**src/rtl/irq_pkg.sv**
```systemverilog
package irq_pkg;

    // Outcome of an accepted boundary or a halted cycle
    typedef enum logic [1:0] {
        ACT_NONE  = 2'd0,
        ACT_SLEEP = 2'd1,
        ACT_SKIP  = 2'd2,
        ACT_SERVE = 2'd3
    } irq_act_e;

    function automatic irq_act_e pick_act(
        input logic bnd_ok,
        input logic halt,
        input logic sleeping,
        input logic ime_eff,
        input logic pend
    );
        irq_act_e a;
        a = ACT_NONE;
        if (sleeping) begin
            if (pend && ime_eff) a = ACT_SERVE;
        end else if (bnd_ok) begin
            if (pend && ime_eff)      a = ACT_SERVE;
            else if (halt && !pend)   a = ACT_SLEEP;
            else if (halt && pend)    a = ACT_SKIP;
        end
        return a;
    endfunction

endpackage

```
**src/rtl/irq_pend_sel.sv**
```systemverilog
module irq_pend_sel #(
    parameter int N_SRC = 5,
    parameter int IDX_W = 3
) (
    input  logic [N_SRC-1:0] en_i,
    input  logic [N_SRC-1:0] req_i,
    output logic             any_o,
    output logic [N_SRC-1:0] ack_o,
    output logic [IDX_W-1:0] idx_o
);
    logic [N_SRC-1:0] hit;
    assign hit   = en_i & req_i;
    assign any_o = |hit;

    // one-hot of the lowest set bit
    genvar g;
    generate
        for (g = 0; g < N_SRC; g++) begin : g_win
            if (g == 0) begin : g_first
                assign ack_o[g] = hit[g];
            end else begin : g_rest
                assign ack_o[g] = hit[g] & ~(|hit[g-1:0]);
            end
        end
    endgenerate

    always_comb begin
        idx_o = '0;
        for (int i = N_SRC - 1; i >= 0; i--) begin
            if (hit[i]) idx_o = IDX_W'(i);
        end
    end
endmodule

```
**src/rtl/irq_ime_ctl.sv**
```systemverilog
module irq_ime_ctl (
    input  logic clk,
    input  logic rst_n,
    input  logic bnd_ok_i,
    input  logic ei_i,
    input  logic di_i,
    input  logic serve_i,
    output logic ime_q_o,
    output logic ime_eff_o
);
    typedef struct packed {
        logic ime;
        logic armed;
    } ime_st_t;

    ime_st_t st_d, st_q;

    always_comb begin
        st_d      = st_q;
        ime_eff_o = st_q.ime;
        if (bnd_ok_i) begin
            if (di_i) begin
                ime_eff_o = 1'b0;
                st_d.armed = 1'b0;
            end else begin
                ime_eff_o = st_q.ime | st_q.armed;
                st_d.armed = ei_i;
            end
            st_d.ime = ime_eff_o;
        end
        if (serve_i) begin
            st_d.ime   = 1'b0;
            st_d.armed = 1'b0;
        end
    end

    always_ff @(posedge clk) begin
        if (!rst_n) st_q <= '0;
        else        st_q <= st_d;
    end

    assign ime_q_o = st_q.ime;
endmodule

```
**src/rtl/irq_halt_ctrl.sv**
```systemverilog
module irq_halt_ctrl #(
    parameter int N_SRC      = 5,
    parameter int VEC_W      = 8,
    parameter int VEC_STRIDE = 8
) (
    input  logic             clk,
    input  logic             rst_n,
    input  logic             bnd_i,
    input  logic             ei_i,
    input  logic             di_i,
    input  logic             halt_i,
    input  logic [N_SRC-1:0] ien_i,
    input  logic [N_SRC-1:0] ireq_i,
    output logic             ime_o,
    output logic             halted_o,
    output logic             svc_req_o,
    output logic [VEC_W-1:0] svc_vec_o,
    output logic [N_SRC-1:0] svc_ack_o,
    output logic             skip_inc_o
);
    import irq_pkg::*;

    localparam int IDX_W = (N_SRC > 1) ? $clog2(N_SRC) : 1;

    typedef struct packed {
        logic             halted;
        logic             svc;
        logic [VEC_W-1:0] vec;
        logic [N_SRC-1:0] ack;
        logic             skip;
    } ctl_st_t;

    ctl_st_t st_d, st_q;

    logic             pend;
    logic [N_SRC-1:0] win_ack;
    logic [IDX_W-1:0] win_idx;
    logic             bnd_ok, ime_q, ime_eff, serve;
    irq_act_e         act;

    irq_pend_sel #(.N_SRC(N_SRC), .IDX_W(IDX_W)) u_sel (
        .en_i  (ien_i),
        .req_i (ireq_i),
        .any_o (pend),
        .ack_o (win_ack),
        .idx_o (win_idx)
    );

    assign bnd_ok = bnd_i & ~st_q.halted;

    irq_ime_ctl u_ime (
        .clk       (clk),
        .rst_n     (rst_n),
        .bnd_ok_i  (bnd_ok),
        .ei_i      (ei_i),
        .di_i      (di_i),
        .serve_i   (serve),
        .ime_q_o   (ime_q),
        .ime_eff_o (ime_eff)
    );

    assign act   = pick_act(bnd_ok, halt_i, st_q.halted, ime_eff, pend);
    assign serve = (act == ACT_SERVE);

    always_comb begin
        st_d      = '0;
        st_d.svc  = serve;
        st_d.skip = (act == ACT_SKIP);
        if (serve) begin
            st_d.ack = win_ack;
            st_d.vec = VEC_W'(int'(win_idx) * VEC_STRIDE);
        end
        if (st_q.halted) st_d.halted = ~pend;
        else             st_d.halted = (act == ACT_SLEEP);
    end

    always_ff @(posedge clk) begin
        if (!rst_n) st_q <= '0;
        else        st_q <= st_d;
    end

    assign ime_o      = ime_q;
    assign halted_o   = st_q.halted;
    assign svc_req_o  = st_q.svc;
    assign svc_vec_o  = st_q.vec;
    assign svc_ack_o  = st_q.ack;
    assign skip_inc_o = st_q.skip;
endmodule

```
**config.mk**
```make
export PLATFORM = sky130hd
export DESIGN_NAME = irq_halt_ctrl
export DESIGN_NICKNAME = d
export VERILOG_FILES = /design/src/rtl/irq_pkg.sv /design/src/rtl/irq_pend_sel.sv /design/src/rtl/irq_ime_ctl.sv /design/src/rtl/irq_halt_ctrl.sv
export SDC_FILE = /design/constraint.sdc
export NUM_CORES = 1
export LEC_CHECK = 0
export BUFFER_PORTS_ARGS = -buffer_cell sky130_fd_sc_hd__buf_2
export CAP_MARGIN = 10
export CORE_UTILIZATION = 43
export CTS_CLUSTER_DIAMETER = 40
export DETAILED_ROUTE_END_ITERATION = 6
export GPL_TIMING_DRIVEN = 0
export PLACE_DENSITY_LB_ADDON = 0.2
export SLEW_MARGIN = 20
export SYNTH_ARGS = -nofsm -noshare
export SYNTH_HDL_FRONTEND = slang
export SYNTH_SLANG_ARGS = --single-unit
```
**constraint.sdc**
```tcl
create_clock -name clk -period 1.85 [get_ports clk]
set_input_delay 0.185 -clock clk [delete_from_list [all_inputs] [get_ports clk]]
set_output_delay 0.185 -clock clk [all_outputs]
set_load 0.1 [all_outputs]
```
### Word level (Yosys, flattened, before mapping)

Index checks and enable logic that the tools add are counted.
Widths: inputs -> output; s select.

| cells by class | value |
|---|---|
| mux-type cells | 14 |
| reductions and logical operators | 13 |
| eq/ne operators | 3 |
| bitwise logic cells | 15 |

Operators by type and width:

| kind | number |
|---|---|
| $mux 2 | 6 |
| $mux 3 | 4 |
| $not 1->1 | 8 |
| $reduce_or 4->1 | 2 |
| $reduce_or 3->1 | 2 |
| $reduce_or 6->1 | 1 |
| $and 1x1->1 | 5 |
| $and 5x5->5 | 1 |
| $reduce_or 5->1 | 1 |
| $eq 2x2->1 const B | 2 |
| $mux 1 | 4 |
| $reduce_or 2->1 | 2 |
| $logic_and 1x1->1 | 3 |
| $eq 2x1->1 const B | 1 |
| $reduce_and 2->1 | 1 |
| $logic_not 1->1 | 1 |
| $or 1x1->1 | 1 |

| word-level totals | value |
|---|---|
| output and inout port bits | 17 |
| flip-flop bits (word level) | 18 |

### Longest topological paths before layout

| logic depth | value |
|---|---|
| word-level depth | 11 |
| mapped depth | 4 |
| depth with buffers taken out | 3 |

### Cells and area by module

A second synthesis with hierarchy kept.

| unflattened totals | value |
|---|---|
| cells, all modules | 59 |
| area, all modules | 569.3 µm² |

Modules (own cells, without submodules):

| module | cells an instance | instances | area each (µm²) |
|---|---|---|---|
| irq_halt_ctrl | 33 | 1 | 375.4 |
| irq_pend_sel | 17 | 1 | 102.6 |
| irq_ime_ctl | 9 | 1 | 91.3 |

### Worst setup path after synthesis

No wires, ideal clock.

| path | value |
|---|---|
| kind | register to register |
| start | register st_q, in the netlist halted_o |
| end | register u_ime.st_q[0] (netlist bit) |
| required time | 1732 ps |
| path buffers | 1 |
| data arrival time | 1741 ps |
| slack | -9 ps |
| cell stages (with the launch flop) | 5 |
| period minus slack after synthesis | 1859 ps |
| library setup time | 118 ps |
| cells stage by stage | dfxtp_1 buf_2 nor2b_1 or2_2 o2111a_1 |

| on the way | value |
|---|---|
| word-level cells in the longest chain between the ends | 9 |
| elaborated cells between the ends (all ways) | 10 |
| those cells by class | eq/ne: 1; mux: 5; bitwise: 2; reduce/logical: 2 |

Ends and longest elaborated chain:

| what | line | source |
|---|---|---|
| start: declaration | irq_halt_ctrl.sv:33 | `ctl_st_t st_d, st_q;` |
| start signal: assignment | irq_halt_ctrl.sv:79 | `else st_q <= st_d;` |
| $not 1->1 | irq_halt_ctrl.sv:49 | `assign bnd_ok = bnd_i & ~st_q.halted;` |
| $and 1x1->1 | irq_halt_ctrl.sv:49 |  |
| $mux 1 | irq_ime_ctl.sv:21 | `if (bnd_ok_i) begin` |
| $logic_and 1x1->1 | irq_pkg.sv:21, irq_pkg.sv:23 |  |
| $mux 2 | irq_pkg.sv:23 | `if (pend && ime_eff) a = ACT_SERVE;` |
| $mux 2 | irq_pkg.sv:22 | `end else if (bnd_ok) begin` |
| $mux 2 | irq_pkg.sv:20 | `if (sleeping) begin` |
| $eq 2x2->1 | irq_halt_ctrl.sv:63 | `assign serve = (act == ACT_SERVE);` |
| $reduce_or 2->1 (no source line) | - |  |
| end signal: assignment | irq_ime_ctl.sv:39 | `else st_q <= st_d;` |
| end: declaration | irq_ime_ctl.sv:16 | `ime_st_t st_d, st_q;` |

Parallel ways exist; a longest one is shown, timed or not.
A chain may end at the register's enable or synchronous reset.

### Worst setup path after layout

| path | value |
|---|---|
| start | register u_ime.st_q, in the netlist u_ime.ime_q_o |
| end | output port ime_o |

RTL lines:

| what | line | source |
|---|---|---|
| end: declaration | irq_halt_ctrl.sv:14 | `output logic ime_o,` |

No word-level cell between the ends.

==> flow_summary.rst <==
.. list-table::
   :header-rows: 1

   * - Metric
     - Value
   * - Run status
     - finished clean
   * - Min-Delay Startpoint
     - ireq_i[0]
   * - Detailed Place HPWL
     - 869 um
   * - Number of buffers inserted by port buffering
     - 27
   * - Final global-route overflow total
     - 0
   * - Synthesized area divided by synthesized cell count
     - ~9.3 um2
   * - Global-route wire length before repair
     - around 1800 um
   * - Aggregate routed wire length
     - 1060 um
   * - Hold-fix buffers, CTS
     - 0
   * - DRC marker count from the first detailed-route iteration
     - 7
   * - Drt drc
     - 0
   * - Worst Setup SP
     - u_ime.ime_q_o
   * - Setup_tns
     - 0 ns
   * - Pins over their slew limit
     - 0
   * - Die footprint
     - between 1000 and 1500 um2
   * - Initial cell density of the core
     - 48.5%
   * - Sequence of cells on the critical path
     - buf_2
   * - Max Freq
     - roughly 730 MHz
   * - Overall power consumption
     - ~0.6 mW
   * - I/O pins
     - 33
   * - Number of buffers created by CTS
     - 3
   * - Power Density
     - 791 nW/um2
   * - Sequential area share after synthesis
     - 46.4%
   * - Clock sink count
     - 13
   * - Post-synth top area cell
     - dfxtp_1
   * - Per-cell routed wire length
     - between 9 and 10 um
   * - Slowest library cell on the worst path
     - buf_2
   * - Worst IR drop on VDD
     - between 0.3 and 0.4 mV
   * - EDFF count, synth
     - 0
   * - Worst min-delay path category
     - in2reg
   * - Most instantiated library cell after synthesis
     - dfxtp_1
   * - Flop and latch count out of synthesis
     - 13
   * - Via/cell ratio
     - 4.76
   * - Critical path's largest stage delay
     - between 0.4 and 0.5 ns
   * - Master cell of the clock root buffer
     - clkbuf_4
   * - Final critical-path share of the clock period
     - roughly 74%
   * - Net count, final
     - roughly 110
   * - Clock slew seen by the registers of the worst setup and hold paths
     - 0.08 ns
   * - Count of instances resized after the clock tree is built
     - 0
   * - Source-to-sink clock delay at the later pin of the worst-skew pair
     - about 0.26 ns
   * - Crit path buf inv count
     - 1
   * - Synth Instances
     - 60
   * - Die Span X
     - around 38 um
   * - Main area contributors after synthesis
     - dfxtp_1, buf_4, nand2_1
   * - Weighted congestion reported at the end of routability-driven placement
     - ~0.86
   * - Final setup violation count
     - 0
   * - Non-Filler Instances
     - 109
   * - Core utilization of the finished layout
     - around 65%
   * - Area of the mapped netlist
     - ~560 um2
   * - Asr flop ratio synth
     - 0%
   * - Cell types with the highest counts after synthesis
     - dfxtp_1, nand2_1, buf_4, nor3_1, nor2_1
   * - Setup repair after global routing missed its margin
     - no
   * - Share of layout cells above drive strength 1
     - a little over two fifths
   * - WP data arrival
     - 1.19 ns
   * - DR pass1 iterations
     - 4
   * - Final worst clock skew
     - ~0.0021 ns
   * - Clock Path Buffers
     - 2
   * - Number of antenna violations at the first check in global routing
     - 0
   * - Final antenna-violating net count
     - 0
   * - Inserted Diodes
     - 0
   * - Share of Yosys cell area claimed by the top area cell type
     - 46.4%
   * - Maximum number of pins on one net before global-route repair
     - 10
   * - Buffers inserted by post-CTS timing repair
     - 0
   * - Vert. Die Dim
     - around 38 um
   * - Worst setup EP type
     - output pin
   * - Core Footprint
     - approximately 1200 um2
   * - Num rows
     - 12
   * - Inst Count DP
     - ~110
   * - Via count of the first global-routing pass
     - around 430
   * - Hold violation count in the final report
     - 0
   * - CP Launch Type
     - register
   * - Area growth from synthesis to layout
     - 34.8%
   * - Worst Path Class, Setup
     - reg2out
   * - # Max-Cap Violations
     - 0
   * - R2r startpoint
     - halted_o
   * - Reported leakage power
     - 0.390 nW
   * - Clock tree from TritonCTS
     - yes
   * - Hold Worst Slack
     - approximately 0.15 ns
   * - CTS H-tree depth
     - 1
   * - Yosys cell types
     - 29
   * - Yosys synthesis warning count
     - 0
   * - Crit-path max FO
     - 7
   * - CP top delay family
     - buffers and inverters
   * - Vias
     - between 500 and 600
   * - Main flop type after synthesis
     - dfxtp_1
   * - Combined global-route utilization of all metal layers
     - about 18%
   * - Minimum period implied by the final worst setup slack
     - 1.38 ns
   * - Data required time at the worst endpoint
     - 1.66 ns
==> layout make-up <==
class | count | area, um2
fillers | 100 | 400
multi-input cells | 44 | 269
flip-flops and latches | 13 | 262
repair buffers | 27 | 135
plain buffers | 6 | 42.5
clock buffers | 4 | 26.3
well taps | 14 | 17.5
inverters | 1 | 3.75
==> final timing paths <==
path                                      to  slack [ns]  cells past startpoint
worst min register to register    skip_inc_o        0.64                      2
worst max-delay path                   ime_o        0.47                      1
worst max register to register  svc_ack_o[3]        0.66                      4
worst min-delay path            svc_vec_o[3]        0.15                      2
==> state kept, by name, indices dropped and copies added (netlist names) <==
name           cells
u_ime.ime_q_o      1
u_ime.st_q         1
svc_ack_o          5
svc_vec_o          3
skip_inc_o         1
halted_o           1
svc_req_o          1
==> cell usage in the layout, fill, tap and decap left out, types with 2 or more instances in the layout <==
master / netlist / final
buf_2: 1 / 28
dfxtp_1: 13 / 12
conb_1: 1 / 5
buf_4: 5 / 5
nor2_1: 3 / 3
nor2b_1: 2 / 2
clkbuf_4: 0 / 3
nand3_1: 2 / 2
nor3_1: 5 / 5
o21ai_0: 2 / 2
nand2_1: 7 / 7
==> layer usage <==
layer / track usage (%) / part of all wire [%]
met1: 22.4 / 47
met2: 27.5 / 44
met3: 5.23 / 6.5
met4: 8.04 / 2.4
met5: 0 / 0
==> power breakdown <==
group	leakage [nW]	switching [mW]	internal [mW]	total, mW
Combinational	0.270	0.104	0.0398	0.143
Sequential	0.106	0.00310	0.285	0.288
Clock	0.0150	0.0837	0.0833	0.167
==> cells by family after synthesis <==
group / Yosys count / share of synthesized area (%)
and+or+nand+nor: 26 / 25.9
AOI/OAI and AO/OA: 13 / 18.8
other: 1 / 0.669
buffers and inverters: 7 / 8.26
DFF: 13 / 46.4
==> through the flow <==
step / worst slack, ns / instance area (um2)
after global placement: 0.650 / 729
after CTS: 0.462 / 756
after floorplan: 0.153 / 577
after global routing: 0.405 / 756
after detailed placement: 0.646 / 729
final: 0.472 / 756
No activity file was read; power rests on OpenSTA's default activity.
